**src/rtl/srp_pkg.sv**
```systemverilog
package srp_pkg;
  localparam int BYTE_W = 8;

  typedef enum logic [1:0] {
    PH_FRAME = 2'd0,
    PH_DATA  = 2'd1,
    PH_CMD   = 2'd2
  } phase_t;

  typedef struct packed {
    logic       is_cmd;
    logic       rd;
    logic       burst;
    logic [4:0] field;
  } frame_t;

  // Split a framing byte into its control bits and address/code field.
  function automatic frame_t decode_frame(input logic [BYTE_W-1:0] b);
    frame_t f;
    f.is_cmd = b[7];
    f.rd     = b[6];
    f.burst  = b[5];
    f.field  = b[4:0];
    return f;
  endfunction
endpackage

```
**src/rtl/srp_sync.sv**
```systemverilog
module srp_sync #(
  parameter int           W    = 1,
  parameter logic [W-1:0] INIT = '0
) (
  input  logic         clk,
  input  logic         rst_n,
  input  logic [W-1:0] d,
  output logic [W-1:0] q
);
  logic [W-1:0] meta;

  always_ff @(posedge clk or negedge rst_n) begin
    if (!rst_n) begin
      meta <= INIT;
      q    <= INIT;
    end else begin
      meta <= d;
      q    <= meta;
    end
  end
endmodule

```
**src/rtl/srp_shifter.sv**
```systemverilog
module srp_shifter
  import srp_pkg::*;
(
  input  logic              clk,
  input  logic              rst_n,
  input  logic              sel_n,
  input  logic              sclk_s,
  input  logic              mosi_s,
  input  logic              load,
  input  logic [BYTE_W-1:0] load_byte,
  output logic              byte_done,
  output logic [BYTE_W-1:0] rx_byte,
  output logic              miso
);
  localparam int CNT_W = $clog2(BYTE_W);

  logic              sclk_d;
  logic              rise, fall;
  logic [CNT_W-1:0]  cnt;
  logic [BYTE_W-2:0] sh_in;
  logic [BYTE_W-1:0] sh_out;

  assign rise      = sclk_s & ~sclk_d & ~sel_n;
  assign fall      = ~sclk_s & sclk_d & ~sel_n;
  assign byte_done = rise && (cnt == CNT_W'(BYTE_W - 1));
  assign rx_byte   = {sh_in, mosi_s};
  assign miso      = sh_out[BYTE_W-1];

  always_ff @(posedge clk or negedge rst_n) begin
    if (!rst_n) begin
      sclk_d <= 1'b0;
      cnt    <= '0;
      sh_in  <= '0;
      sh_out <= '0;
    end else begin
      sclk_d <= sclk_s;
      if (sel_n)     cnt <= '0;
      else if (rise) cnt <= cnt + 1'b1;
      if (rise) sh_in <= {sh_in[BYTE_W-3:0], mosi_s};
      // The fall right after a byte boundary (cnt wrapped to 0) must not
      // disturb the freshly loaded byte.
      if (sel_n)                   sh_out <= '0;
      else if (load)               sh_out <= load_byte;
      else if (fall && cnt != '0)  sh_out <= {sh_out[BYTE_W-2:0], 1'b0};
    end
  end

  a_r2_count_clears: assert property (@(posedge clk) disable iff (!rst_n)
    sel_n |=> (cnt == '0));
  a_r12_out_idle: assert property (@(posedge clk) disable iff (!rst_n)
    sel_n |=> (sh_out == '0));
  a_r5_out_holds: assert property (@(posedge clk) disable iff (!rst_n)
    (!sel_n && !rise && !fall) |=> $stable(sh_out));
endmodule

```
**src/rtl/srp_store.sv**
```systemverilog
module srp_store
  import srp_pkg::*;
#(
  parameter int ADDR_W = 5
) (
  input  logic              clk,
  input  logic              rst_n,
  input  logic              we,
  input  logic [ADDR_W-1:0] waddr,
  input  logic [BYTE_W-1:0] wdata,
  input  logic [ADDR_W-1:0] raddr,
  output logic [BYTE_W-1:0] rdata
);
  localparam int DEPTH = 1 << ADDR_W;

  logic [DEPTH-1:0][BYTE_W-1:0] regs;

  for (genvar i = 0; i < DEPTH; i++) begin : g_reg
    localparam logic [ADDR_W-1:0] IDX = ADDR_W'(i);
    logic [BYTE_W-1:0] q;
    always_ff @(posedge clk or negedge rst_n) begin
      if (!rst_n)                   q <= '0;
      else if (we && waddr == IDX)  q <= wdata;
    end
    assign regs[i] = q;
  end

  assign rdata = regs[raddr];
endmodule

```
**src/rtl/srp_ctrl.sv**
```systemverilog
module srp_ctrl
  import srp_pkg::*;
#(
  parameter int ADDR_W = 5
) (
  input  logic              clk,
  input  logic              rst_n,
  input  logic              sel_n,
  input  logic              byte_done,
  input  logic [BYTE_W-1:0] rx_byte,
  input  logic [BYTE_W-1:0] rdata,
  output logic [ADDR_W-1:0] raddr,
  output logic              we,
  output logic [ADDR_W-1:0] waddr,
  output logic [BYTE_W-1:0] wdata,
  output logic              load,
  output logic [BYTE_W-1:0] load_byte,
  output logic              cmd_stb,
  output logic [4:0]        cmd_code,
  output logic              arg_stb,
  output logic [BYTE_W-1:0] arg_byte
);
  function automatic logic [ADDR_W-1:0] next_addr(input logic [ADDR_W-1:0] a);
    return a + 1'b1;
  endfunction

  phase_t            phase;
  logic [ADDR_W-1:0] addr;
  logic              rd, burst;
  frame_t            fr;
  logic              frame_rd, burst_rd;

  assign fr        = decode_frame(rx_byte);
  assign frame_rd  = (phase == PH_FRAME) && !fr.is_cmd && fr.rd;
  assign burst_rd  = (phase == PH_DATA) && rd && burst;
  assign raddr     = (phase == PH_FRAME) ? fr.field[ADDR_W-1:0]
                   : (burst ? next_addr(addr) : addr);
  assign load      = byte_done && (frame_rd || burst_rd);
  assign load_byte = rdata;
  assign we        = byte_done && (phase == PH_DATA) && !rd;
  assign waddr     = addr;
  assign wdata     = rx_byte;

  always_ff @(posedge clk or negedge rst_n) begin
    if (!rst_n) begin
      phase    <= PH_FRAME;
      addr     <= '0;
      rd       <= 1'b0;
      burst    <= 1'b0;
      cmd_stb  <= 1'b0;
      cmd_code <= '0;
      arg_stb  <= 1'b0;
      arg_byte <= '0;
    end else begin
      cmd_stb <= 1'b0;
      arg_stb <= 1'b0;
      if (sel_n) begin
        phase <= PH_FRAME;
      end else if (byte_done) begin
        unique case (phase)
          PH_FRAME: begin
            if (fr.is_cmd) begin
              phase    <= PH_CMD;
              cmd_stb  <= 1'b1;
              cmd_code <= fr.field;
            end else begin
              phase <= PH_DATA;
              addr  <= fr.field[ADDR_W-1:0];
              rd    <= fr.rd;
              burst <= fr.burst;
            end
          end
          PH_DATA: begin
            if (burst) addr  <= next_addr(addr);
            else       phase <= PH_FRAME;
          end
          PH_CMD: begin
            if (rx_byte[7]) begin
              cmd_stb  <= 1'b1;
              cmd_code <= rx_byte[4:0];
            end else begin
              arg_stb  <= 1'b1;
              arg_byte <= rx_byte;
            end
          end
          default: phase <= PH_FRAME;
        endcase
      end
    end
  end

  a_r2_deselect_frame: assert property (@(posedge clk) disable iff (!rst_n)
    sel_n |=> (phase == PH_FRAME));
  a_r9_cmd_one_cycle: assert property (@(posedge clk) disable iff (!rst_n)
    cmd_stb |=> !cmd_stb);
  a_r10_arg_one_cycle: assert property (@(posedge clk) disable iff (!rst_n)
    arg_stb |=> !arg_stb);
  a_r10_strobes_exclusive: assert property (@(posedge clk) disable iff (!rst_n)
    !(cmd_stb && arg_stb));
  a_r11_read_no_write: assert property (@(posedge clk) disable iff (!rst_n)
    (phase == PH_DATA && rd) |-> !we);
  a_r7_burst_step: assert property (@(posedge clk) disable iff (!rst_n)
    (byte_done && !sel_n && phase == PH_DATA && burst)
      |=> (addr == ADDR_W'($past(addr) + 1'b1)));
endmodule

```
**src/rtl/serial_reg_port.sv**
```systemverilog
module serial_reg_port
  import srp_pkg::*;
#(
  parameter int ADDR_W = 5
) (
  input  logic       clk,
  input  logic       rst_n,
  input  logic       spi_sel_n,
  input  logic       spi_clk,
  input  logic       spi_mosi,
  output logic       spi_miso,
  output logic       cmd_stb,
  output logic [4:0] cmd_code,
  output logic       arg_stb,
  output logic [7:0] arg_byte
);
  logic              sel_s, sclk_s, mosi_s;
  logic              byte_done, load, we;
  logic [BYTE_W-1:0] rx_byte, load_byte, rdata, wdata;
  logic [ADDR_W-1:0] raddr, waddr;

  srp_sync #(.W(3), .INIT(3'b100)) u_sync (
    .clk(clk), .rst_n(rst_n),
    .d({spi_sel_n, spi_clk, spi_mosi}),
    .q({sel_s, sclk_s, mosi_s})
  );

  srp_shifter u_shift (
    .clk(clk), .rst_n(rst_n), .sel_n(sel_s), .sclk_s(sclk_s), .mosi_s(mosi_s),
    .load(load), .load_byte(load_byte), .byte_done(byte_done),
    .rx_byte(rx_byte), .miso(spi_miso)
  );

  srp_ctrl #(.ADDR_W(ADDR_W)) u_ctrl (
    .clk(clk), .rst_n(rst_n), .sel_n(sel_s), .byte_done(byte_done),
    .rx_byte(rx_byte), .rdata(rdata), .raddr(raddr), .we(we), .waddr(waddr),
    .wdata(wdata), .load(load), .load_byte(load_byte), .cmd_stb(cmd_stb),
    .cmd_code(cmd_code), .arg_stb(arg_stb), .arg_byte(arg_byte)
  );

  srp_store #(.ADDR_W(ADDR_W)) u_store (
    .clk(clk), .rst_n(rst_n), .we(we), .waddr(waddr), .wdata(wdata),
    .raddr(raddr), .rdata(rdata)
  );
endmodule

```
**config.mk**
```make
export PLATFORM = sky130hd
export DESIGN_NAME = serial_reg_port
export DESIGN_NICKNAME = d
export VERILOG_FILES = /design/src/rtl/srp_pkg.sv /design/src/rtl/srp_sync.sv /design/src/rtl/srp_shifter.sv /design/src/rtl/srp_store.sv /design/src/rtl/srp_ctrl.sv /design/src/rtl/serial_reg_port.sv
export SDC_FILE = /design/constraint.sdc
export NUM_CORES = 1
export LEC_CHECK = 0
export BUFFER_PORTS_ARGS = -buffer_cell sky130_fd_sc_hd__buf_4
export CAP_MARGIN = 30
export CORE_MARGIN = 1
export CORE_UTILIZATION = 37
export CTS_CLUSTER_DIAMETER = 200
export DETAILED_ROUTE_END_ITERATION = 10
export PLACE_DENSITY = 0.61
export SETUP_SLACK_MARGIN = 0.1
export SLEW_MARGIN = 40
export SYNTH_ARGS = -nofsm -noshare
export SYNTH_HDL_FRONTEND = slang
export SYNTH_SLANG_ARGS = --single-unit
```
**constraint.sdc**
```tcl
create_clock -name clk -period 2.9 [get_ports clk]
set_input_delay 0.435 -clock clk [delete_from_list [all_inputs] [get_ports clk]]
set_output_delay 0.435 -clock clk [all_outputs]
set_load 0.01 [all_outputs]
```
==> reports/qor.csv, run 1 <==
stage,metric,value,unit
status,status,"finished, final reports clean",
global_route,first-pass GRT wire length,58400,um
sta,minimum clock period after layout,2.74,ns
logic_synthesis,Yosys reg bits,304,
finish,# diodes,0,
logic_synthesis,Netlist Area Pre-Place,0.0143,mm2
floorplan,die area,0.0395,mm2
global_route,largest net degree at the start of global routing,72,
clock_tree,worst skew pair latency,0.51,ns
finish,share of cells above drive strength 1,37.2,%
drt,Via density,5.48,
global_route,GRT Resource Usage Total,19.3,%
worst_setup_path,critical-path cell list,ha_2 > and3_1 > ha_1 > nand2_1 > a31oi_1 > nand3_1 > a21oi_1 > or4_1 > o31ai_1,
sta,final setup vio count,0,
placed_design,Detailed Place HPWL,23900,um
logic_synthesis,post-synthesis sequential area ratio,53.1,%
worst_setup_path,crit end category,flip-flop,
sta,f_max,366,MHz
sta,Slew @ Worst Pin,0.676,ns
clock_tree,clock slew at reported path FFs,0.06,ns
worst_setup_path,worst path arrival time,3.14,ns
floorplan,FP Rows,71,
worst_setup_path,worst setup path end,u_shift.sh_out[3],
sta,RSZ-0062 raised after global routing,true,
drt,Remaining DRCs,0,
sta,Worst Skew,0.0149,ns
worst_setup_path,flop2flop setup slack,0.16,ns
global_route,"Remaining Overflow, GRT",0,
sta,final hold slack,0.0378,ns
drt,final wirelength,36600,um
logic_synthesis,most frequent cells after synthesis,"dfrtp_1 (302), mux2_2 (276), nand2_1 (180)",
worst_setup_path,slowest cell delay on critical path,0.50,ns
sta,relative slew slack,54.8,%
finish,fillers,3514,
logic_synthesis,Synth area leaders,"dfrtp_1 (53%), mux2_2 (22%), nand2_1 (4.7%)",
sta,Slew Limit Fails,0,
logic_synthesis,Post-synth EDFFs,0,
global_route,number of global-route vias before repair,9757,
worst_setup_path,"Max FO, Critical Path",6,
global_route,initial antenna violation count,0,
clock_tree,CTS buffer count,35,
logic_synthesis,synthesized area per cell,12.3,um2
worst_setup_path,critical path type,flip-flop to flip-flop,
floorplan,Die Y,199,um
logic_synthesis,most area-hungry cell type in the Yosys netlist,dfrtp_1,
logic_synthesis,Cells after Synth,1164,
worst_setup_path,Setup crit start,u_ctrl.waddr[0],
clock_tree,CTS tree,built,
drt,via count,9463,
sta,Post-Route Setup TNS,0,ns
floorplan,I/O Pins,21,
logic_synthesis,Yosys cell types,65,
logic_synthesis,Synth warnings,0,
drt,TritonRoute pass-1 iters,5,
power,Worst VDD drop,279,uV
logic_synthesis,post-synthesis net count,1178,
sta,Fin. Hold Viols,0,
flow_run,max-cap violation count,0,
placed_design,Placer Congestion,0.946,
floorplan,die width,199,um
worst_setup_path,Reg2Reg Launch Point,u_ctrl.waddr[0],
clock_tree,number of post-CTS setup repair buffers,0,
sta,final worst path period share,94.3,%
floorplan,Starting Density,37.8,%
worst_setup_path,crit start category,flip-flop,
drt,antenna-violating nets left,0,
floorplan,Core Area,0.0379,mm2
worst_setup_path,WP data required,3.31,ns
finish,nets@finish,1207,
worst_hold_path,HP Class,input pin to flip-flop,
drt,Starting DRT DRC Count,733,
logic_synthesis,Main synth FF type,dfrtp_1,
placed_design,I/O Buffers,19,
clock_tree,clock sink total,304,
worst_setup_path,"slowest stage cell, crit path",or4_1,
logic_synthesis,asr flop ratio synth,100,%
drt,routed length per instance,21.2,um
logic_synthesis,Yosys top cell area share,52.7,%
logic_synthesis,most common cell in the synthesized netlist,dfrtp_1,
worst_setup_path,R2R depth,9,
clock_tree,Clock Tree Buf Depth,3,
worst_setup_path,Reg-to-Reg End,u_shift.sh_out[3],
clock_tree,H-tree levels,2,
power,Power Density,650,mW/mm2
clock_tree,CTS root buf,clkbuf_16,
finish,synth-to-layout area growth,14.7,%
power,Leakage Power,7.80,nW
-- layout by cell type, fill, tap and decap left out, types with 7 or more instances in the layout --
cell type,count
and3_1,7
buf_4,62
nor3_1,9
nor2_1,23
mux4_2,14
o21ai_0,8
ha_1,8
nand2_1,180
clkbuf_1,9
nor2_2,12
nand4_1,7
mux2i_1,37
a22oi_1,7
a31oi_1,7
buf_12,9
inv_1,7
a21oi_1,30
mux2_2,276
clkbuf_16,37
dfrtp_1,299
nand3_1,47
-- kinds of logic after synthesis --
family,Yosys count,share of synthesized area (%)
AND/OR/NAND/NOR,318,10.3
other,1,0.0262
multiplexers,333,27.4
AO/OA/AOI/OAI,108,5.24
XOR/XNOR,2,0.122
flip-flops,304,53.1
buffers and inverters,89,3.03
adder cells (fa/ha/maj),9,0.785
-- power breakdown --
group	switching (mW)	leakage, nW	internal [mW]
registers	0.0819	4.21	4.29
clock network	1.70	0.561	2.72
logic	1.36	3.03	0.540
-- worst min-delay path by stage --
stage	start	endpoint	slack, ns	depth (start not counted)
3_5_place_dp	u_sync.meta[1]	u_sync.q[1]	0.34	0
3_3_place_gp	u_sync.meta[1]	u_sync.q[1]	0.33	0
5_1_grt	spi_sel_n	u_sync.meta[2]	0.02	1
4_1_cts	spi_sel_n	u_sync.meta[2]	0.02	1
2_1_floorplan	rst_n	u_ctrl.arg_byte[0]	0.14	0
6_report	spi_clk	u_sync.meta[1]	0.04	1
-- per-stage QoR --
stage                     instance area, um2  power, mW  setup slack, ns  util [%]  std cells
after floorplan                        14300       5.42            0.284         -       1164
after global placement                 15200       6.31           0.0723      40.2       1666
after detailed placement               15200       6.33           0.0613      40.2       1666
after CTS                              16400       10.8            0.139      43.3       1726
after global routing                   16400       11.1           0.0862      43.4       1726
final                                  16400       10.7            0.165      43.4       1726
-- worst max-delay path: cells and delay by family (launching register included) --
kind            cells  cell delay, ns
flops               1            0.44
compound gates      3            0.52
simple gates        4            1.14
fa+ha+maj           2            0.53
-- cell type report --
| cell class | count | area [um2] | area share, % |
|---|---|---|---|
| multi-input cells | 771 | 6340 | 38.6 |
| repair buffers | 74 | 682 | 4.15 |
| clock inverters | 8 | 118 | 0.715 |
| clock buffers | 51 | 1030 | 6.25 |
| flip-flops and latches | 304 | 7610 | 46.3 |
| well taps | 511 | 639 | 3.89 |
| inverters | 7 | 26.3 | 0.160 |
-- flip-flops by register name, indices dropped and copies added, names as in the netlist --
register and flops:
u_ctrl.cmd_stb 1, u_store.g.q 256, u_shift.sclk_d 1, u_ctrl.cmd_code 5
u_ctrl.arg_byte 7, u_shift.cnt 3, u_sync.meta 3, u_ctrl.burst 1
u_sync.q 3, u_shift.sh_in 7, u_ctrl.phase 2, u_shift.sh_out 8
u_ctrl.rd 1, u_ctrl.waddr 5, u_ctrl.arg_stb 1
-- metal layers --
layer / GRT usage (%) / vias to the layer above / routed length, um
met4: 6.52 / 0 / 983
li1: - / 4210 / -
met2: 29.9 / 236 / 16900
met5: 0 / - / 0
met1: 27.5 / 4960 / 17000
met3: 2.98 / 57 / 1780
-- timing repair --
action,CTS,global route
hold buffers,1,0
hold endpoints to repair,67,0
gates resized for setup,3,10
setup endpoints to repair,3,17
Note: power is estimated with default switching activity, not from simulation.
==> run 2: changes to the inputs <==
--- a/config.mk
+++ b/config.mk
@@ -5,13 +5,13 @@
 export SDC_FILE = /design/constraint.sdc
 export NUM_CORES = 1
 export LEC_CHECK = 0
-export BUFFER_PORTS_ARGS = -buffer_cell sky130_fd_sc_hd__buf_4
+export BUFFER_PORTS_ARGS = -buffer_cell sky130_fd_sc_hd__buf_2
 export CAP_MARGIN = 30
 export CORE_MARGIN = 1
-export CORE_UTILIZATION = 37
+export CORE_UTILIZATION = 50
 export CTS_CLUSTER_DIAMETER = 200
 export DETAILED_ROUTE_END_ITERATION = 10
-export PLACE_DENSITY = 0.61
+export PLACE_DENSITY = 0.75
 export SETUP_SLACK_MARGIN = 0.1
 export SLEW_MARGIN = 40
 export SYNTH_ARGS = -nofsm -noshare
==> reports/qor.csv, run 2 (synthesis gave the netlist of run 1 again) <==
stage,metric,value,unit,change
clock_tree,worst skew pair latency,0.56,ns,was 0.51 ns
floorplan,Core Area,0.0280,mm2,was 0.0379 mm2
power,Logic pwr share,20.3,%,was 17.8%
placed_design,dpl cells,1535,,"was 1,666"
sta,Slew @ Worst Pin,0.730,ns,was 0.676 ns
placed_design,I/O Buffers,19,,unchanged
sta,relative slew slack,51.3,%,was 54.8%
clock_tree,Clock Tree Buf Depth,3,,unchanged
power,clock network power share,38.2,%,was 41.3%
worst_setup_path,crit start category,flip-flop,,unchanged
worst_setup_path,critical path type,flip-flop to flip-flop,,unchanged
worst_setup_path,crit end category,flip-flop,,unchanged
finish,Top reg by flops,u_store.g.q,,unchanged
finish,synth-to-layout area growth,15.3,%,was 14.7%
power,sequential share of power,41.6,%,was 40.9%
worst_hold_path,HP Class,flip-flop to flip-flop,,was input pin to flip-flop
global_route,GRT Resource Usage Total,25.4,%,was 19.3%
sta,final setup vio count,0,,unchanged
drt,routed length per instance,22.5,um,was 21.2 um
global_route,largest net degree at the start of global routing,88,,was 72
sta,f_max,355,MHz,was 366 MHz
worst_hold_path,Hold Path Stages,0,,was 1
placed_design,Detailed Place HPWL,22500,um,"was 23,900 um"
power,internal power,7.25,mW,was 7.54 mW
finish,Largest regs,"u_store.g.q (256), u_shift.sh_out (8)",,unchanged
drt,Remaining DRCs,0,,unchanged
sta,final worst path period share,97.0,%,was 94.3%
power,Net Sw Frac,30.3,%,was 29.4%
clock_tree,clock slew at reported path FFs,0.06,ns,about the same
worst_setup_path,flop2flop setup slack,0.09,ns,was 0.16 ns
worst_setup_path,worst path arrival time,3.30,ns,was 3.14 ns
worst_setup_path,Reg2Reg Launch Point,u_ctrl.waddr[0],,unchanged
sta,Fin. Hold Viols,0,,unchanged
finish,share of cells above drive strength 1,39.7,%,was 37.2%
global_route,first-pass GRT wire length,56600,um,"was 58,400 um"
floorplan,I/O Pins,21,,unchanged
worst_setup_path,Reg-to-Reg End,u_shift.sh_out[5],,was u_shift.sh_out[3]
floorplan,die width,171,um,was 199 um
sta,minimum clock period after layout,2.81,ns,was 2.74 ns
sta,RSZ-0062 raised after global routing,true,,unchanged
power,Leakage Power,7.93,nW,was 7.80 nW
sta,Slew Limit Fails,0,,unchanged
worst_hold_path,startpoint of the worst hold path,u_sync.meta[1],,was spi_clk
drt,final wirelength,36400,um,"was 36,600 um"
finish,"commonest non-fill, non-tap cell in the layout",dfrtp_1,,unchanged
floorplan,FP Rows,61,,was 71
worst_setup_path,R2R depth,9,,unchanged
clock_tree,H-tree levels,1,,was 2
finish,"commonest non-fill, non-tap cells in the layout","dfrtp_1 (301), mux2_2 (276), nand2_1 (174)",,"was dfrtp_1 (299), mux2_2 (276), nand2_1 (180)"
worst_setup_path,WP data required,3.39,ns,was 3.31 ns
floorplan,die area,0.0294,mm2,was 0.0395 mm2
drt,antenna-violating nets left,0,,unchanged
finish,"non-filler cells, final",1618,,"was 1,726"
finish,max reg flops,256,,unchanged
clock_tree,CTS root buf,clkbuf_16,,unchanged
floorplan,Starting Density,51.2,%,was 37.8%
drt,Via density,6.03,,was 5.48
status,status,"finished, final reports clean",,unchanged
worst_hold_path,hold-critical path endpoint,u_sync.q[1],,was u_sync.meta[1]
global_route,"Remaining Overflow, GRT",0,,unchanged
clock_tree,CTS tree,built,,unchanged
drt,TritonRoute pass-1 iters,5,,unchanged
flow_run,max-cap violation count,0,,unchanged
finish,fillers,2216,,"was 3,514"
power,Worst VDD drop,474,uV,was 279 uV
power,switching power,3.15,mW,was 3.14 mW
sta,Post-Route Setup TNS,0,ns,unchanged
drt,via count,9764,,"was 9,463"
global_route,initial antenna violation count,0,,unchanged
clock_tree,CTS buffer count,31,,was 35
power,Power Density,630,mW/mm2,was 650 mW/mm2
sta,Worst Skew,0.00838,ns,was 0.0149 ns
clock_tree,clock sink total,304,,unchanged
drt,Starting DRT DRC Count,935,,was 733
global_route,number of global-route vias before repair,9815,,"was 9,757"
placed_design,Placer Congestion,0.946,,about the same
finish,nets@finish,1230,,"was 1,207"
floorplan,Die Y,171,um,was 199 um
finish,# diodes,0,,unchanged
worst_setup_path,"Max FO, Critical Path",7,,was 6
run 2: what timing repair did:
| item | 4_1_cts | 5_1_grt |
|---|---|---|
| pin swaps | 0 | 10 |
| buffers inserted | 3 | 16 |
| gates resized for setup | 3 | 42 |
| setup endpoints to repair | 13 | 163 |
| cloned | 1 | 2 |
| hold buffers | 4 | 0 |
| hold endpoints to repair | 82 | 0 |
run 2: worst max path at each step:
stage | startpoint | slack (ns) | to | cells after the start
4_1_cts | u_ctrl.waddr[1] | 0.10 | u_shift.sh_out[2] | 9
3_5_place_dp | u_ctrl.waddr[0] | 0.04 | u_shift.sh_out[3] | 9
2_1_floorplan | u_ctrl.waddr[0] | 0.28 | u_shift.sh_out[3] | 10
6_report | u_ctrl.waddr[0] | 0.09 | u_shift.sh_out[5] | 9
3_3_place_gp | u_ctrl.waddr[1] | 0.08 | u_shift.sh_out[3] | 9
5_1_grt | u_shift.cnt[0] | -0.04 | u_store.g_reg[8].q[6] | 8
run 2: metrics by stage:
stage | utilization, % | total power, mW | worst slack, ns | hold slack (ns) | instance area, um2
2_1_floorplan | - | 5.42 | 0.284 | 0.139 | 14300
3_3_place_gp | 53.7 | 6.26 | 0.0792 | 0.333 | 15100
3_5_place_dp | 53.7 | 6.27 | 0.0442 | 0.339 | 15100
4_1_cts | 57.7 | 10.3 | 0.104 | 0.352 | 16200
5_1_grt | 59.0 | 10.7 | -0.0354 | 0.354 | 16500
6_report | 59.0 | 10.4 | 0.0865 | 0.349 | 16500
run 2: critical path, cell delays in order (launching register included):
cell and delay [ns]:
dfrtp_1 0.42, buf_4 0.14, buf_4 0.12, and4_1 0.27
mux2i_1 0.33, a21o_1 0.42, nor2_1 0.20, and3_4 0.19
or4_1 0.49, o21ai_1 0.14
run 2: metal layers:
layer  part of all wire, %  track usage, %  vias up  routed length (um)
li1                      -               -     4256                   -
met1                    42            34.8     5081               15400
met2                    48            41.3      359               17400
met3                   7.0            3.68       68                2530
met4                   2.9            9.05        0                1070
met5                     0               0        -                   0
run 2: final cells by class:
cell class | instances | area (um2) | share of cell area [%]
Clock buffer | 46 | 902 | 5.46
Clock inverter | 11 | 109 | 0.659
Inverter | 7 | 26.3 | 0.159
Multi-Input combinational cell | 771 | 6450 | 39.0
Sequential cell | 304 | 7610 | 46.0
Tap cell | 378 | 473 | 2.86
Timing Repair Buffer | 101 | 955 | 5.78
run 2: power by group through the flow:
stage / combinational [mW] / clock (mW) / sequential [mW]
after global routing: 2.21 / 4.20 / 4.33
after CTS: 1.93 / 4.02 / 4.32
after global placement: 1.86 / 0 / 4.40
after floorplan: 1.03 / 0 / 4.39
final: 2.11 / 3.97 / 4.32
after detailed placement: 1.87 / 0 / 4.40
==> run 3: changes to the inputs <==
--- a/config.mk
+++ b/config.mk
@@ -5,13 +5,13 @@
 export SDC_FILE = /design/constraint.sdc
 export NUM_CORES = 1
 export LEC_CHECK = 0
-export BUFFER_PORTS_ARGS = -buffer_cell sky130_fd_sc_hd__buf_2
 export CAP_MARGIN = 30
 export CORE_MARGIN = 1
 export CORE_UTILIZATION = 50
 export CTS_CLUSTER_DIAMETER = 200
 export DETAILED_ROUTE_END_ITERATION = 10
-export PLACE_DENSITY = 0.75
+export DONT_BUFFER_PORTS = 1
+export PLACE_DENSITY = 0.74
 export SETUP_SLACK_MARGIN = 0.1
 export SLEW_MARGIN = 40
 export SYNTH_ARGS = -nofsm -noshare
==> reports/qor.csv, run 3 (synthesis gave the netlist of run 1 again) <==
stage,metric,value,unit,change
status,status,"complete, but fails checks",,"was finished, final reports clean"
status,violated checks,negative hold slack,,
finish,max reg flops,256,,unchanged
drt,Via density,5.95,,was 6.03
sta,minimum clock period after layout,2.75,ns,was 2.81 ns
clock_tree,CTS root buf,clkbuf_16,,unchanged
finish,Largest regs,"u_store.g.q (256), u_shift.sh_out (8)",,unchanged
worst_setup_path,crit end category,flip-flop,,unchanged
global_route,GRT Resource Usage Total,25.0,%,was 25.4%
drt,routed length per instance,22.4,um,was 22.5 um
placed_design,Detailed Place HPWL,22200,um,"was 22,500 um"
global_route,"Remaining Overflow, GRT",0,,unchanged
sta,final hold slack,-0.427,ns,was 0.349 ns
sta,Fin. Hold Viols,304,,was 0
placed_design,Placer Congestion,0.934,,was 0.946
sta,Worst Skew,0.0157,ns,was 0.00838 ns
power,Total Power,10.1,mW,was 10.4 mW
drt,Remaining DRCs,0,,unchanged
worst_setup_path,crit start category,flip-flop,,unchanged
clock_tree,clock slew at reported path FFs,0.06,ns,about the same
sta,RSZ-0062 raised after global routing,true,,unchanged
finish,synth-to-layout area growth,11.9,%,was 15.3%
clock_tree,Clock Tree Buf Depth,3,,unchanged
drt,via count,9361,,"was 9,764"
floorplan,die width,171,um,unchanged
placed_design,I/O Buffers,0,,was 19
sta,final setup vio count,0,,unchanged
sta,f_max,363,MHz,was 355 MHz
clock_tree,H-tree levels,1,,unchanged
floorplan,FP Rows,61,,unchanged
sta,Slew @ Worst Pin,0.729,ns,was 0.730 ns
global_route,largest net degree at the start of global routing,305,,was 88
clock_tree,worst skew pair latency,0.57,ns,was 0.56 ns
global_route,initial antenna violation count,0,,unchanged
clock_tree,CTS buffer count,31,,unchanged
power,Leakage Power,7.65,nW,was 7.93 nW
power,Worst VDD drop,509,uV,was 474 uV
worst_setup_path,critical path type,flip-flop to flip-flop,,unchanged
placed_design,Post-DP Area,0.0148,mm2,was 0.0151 mm2
sta,relative slew slack,51.4,%,was 51.3%
global_route,number of global-route vias before repair,9602,,"was 9,815"
placed_design,dpl cells,1506,,"was 1,535"
finish,"commonest non-fill, non-tap cell in the layout",dfrtp_1,,unchanged
finish,"non-filler cells, final",1573,,"was 1,618"
sta,Slew Limit Fails,0,,unchanged
finish,Top reg by flops,u_store.g.q,,unchanged
finish,share of cells above drive strength 1,36.1,%,was 39.7%
finish,cell area after layout,0.0160,mm2,was 0.0165 mm2
clock_tree,clock sink total,304,,unchanged
drt,final wirelength,35300,um,"was 36,400 um"
floorplan,die area,0.0294,mm2,unchanged
clock_tree,"Hold-fix buffers, CTS",3,,was 4
drt,antenna-violating nets left,0,,unchanged
worst_hold_path,HP Class,input pin to asynchronous set/reset pin,,was flip-flop to flip-flop
sta,Post-Route Setup TNS,0,ns,unchanged
sta,final worst path period share,94.9,%,was 97.0%
floorplan,Die Y,171,um,unchanged
drt,TritonRoute pass-1 iters,6,,was 5
worst_setup_path,"Max FO, Critical Path",5,,was 7
clock_tree,CTS tree,built,,unchanged
drt,Starting DRT DRC Count,861,,was 935
floorplan,Core Area,0.0280,mm2,unchanged
global_route,first-pass GRT wire length,55800,um,"was 56,600 um"
finish,"commonest non-fill, non-tap cells in the layout","dfrtp_1 (299), mux2_2 (276), nand2_1 (179)",,"was dfrtp_1 (301), mux2_2 (276), nand2_1 (174)"
power,Power Density,633,mW/mm2,was 630 mW/mm2
finish,fillers,2284,,"was 2,216"
floorplan,Starting Density,51.2,%,unchanged
worst_setup_path,WP data required,3.38,ns,was 3.39 ns
worst_setup_path,worst path arrival time,3.23,ns,was 3.30 ns
finish,# diodes,0,,unchanged
finish,nets@finish,1185,,"was 1,230"
floorplan,I/O Pins,21,,unchanged
flow_run,max-cap violation count,0,,unchanged
## run 3: cell count changes in the layout (fill, tap and decap cells not counted), sizes merged
cell and change:
inv +1, clkinv -5, buf -42, dlygate4sd3 -1, bufbuf -1, clkbuf +3
## run 3: routing by layer
metal / track usage (%) / vias up / part of all wire, %
li1: - / 4157 / -
met1: 34.2 / 4855 / 43
met2: 40.8 / 276 / 48
met3: 3.73 / 73 / 5.4
met4: 8.62 / 0 / 3.6
met5: 0 / - / 0
## run 3: stage by stage
step / util (%) / setup WS (ns)
final: 57.3 / 0.148
after global routing: 57.3 / 0.0503
after CTS: 56.8 / 0.100
after detailed placement: 53.0 / 0.0658
after global placement: 53.0 / 0.0248
after floorplan: - / 0.284
## run 3: report_power, final
| group | switching, mW | internal (mW) |
|---|---|---|
| registers | 0.0427 | 4.29 |
| clock network | 1.61 | 2.37 |
| logic | 1.29 | 0.537 |
| total | 2.95 | 7.20 |
## run 3: path summary, 6_finish.rpt
| check | end | start | slack [ns] | depth (start not counted) |
|---|---|---|---|---|
| worst max-delay path | u_shift.sh_out[7] | u_ctrl.waddr[1] | 0.15 | 10 |
| worst min-delay path | u_ctrl.arg_stb | rst_n | -0.43 | 0 |
| worst max register to register | u_shift.sh_out[7] | u_ctrl.waddr[1] | 0.15 | 10 |
| worst min register to register | u_sync.q[2] | u_sync.meta[2] | 0.35 | 0 |
| max in group asynchronous | u_store.g_reg[11].q[0] | rst_n | 2.71 | 0 |
| min in group clk | u_sync.q[2] | u_sync.meta[2] | 0.35 | 0 |
## run 3: area by class of cell
class	instances	area [um2]	area share (%)
flip-flops and latches	304	7610	47.5
multi-input cells	771	6370	39.7
clock buffers	50	937	5.84
repair buffers	56	532	3.32
well taps	378	473	2.95
clock inverters	7	88.8	0.554
inverters	7	26.3	0.164
## run 3: worst max-delay path, cell delays in order (launching register included)
cell and delay [ns]:
dfrtp_1 0.43, ha_1 0.24, and3_1 0.19, ha_1 0.30, nand2_1 0.12, a31o_4 0.21, nor3_1 0.09, buf_4 0.18
a221o_1 0.36, a2111o_1 0.40, o21ai_1 0.14
## run 3: what timing repair did
item / CTS / global route
hold endpoints to repair: 307 / 304
gates cloned: 0 / 1
setup buffers: 3 / 3
endpoints found under the setup margin: 4 / 110
resized for setup: 1 / 19
pin swaps: 1 / 2
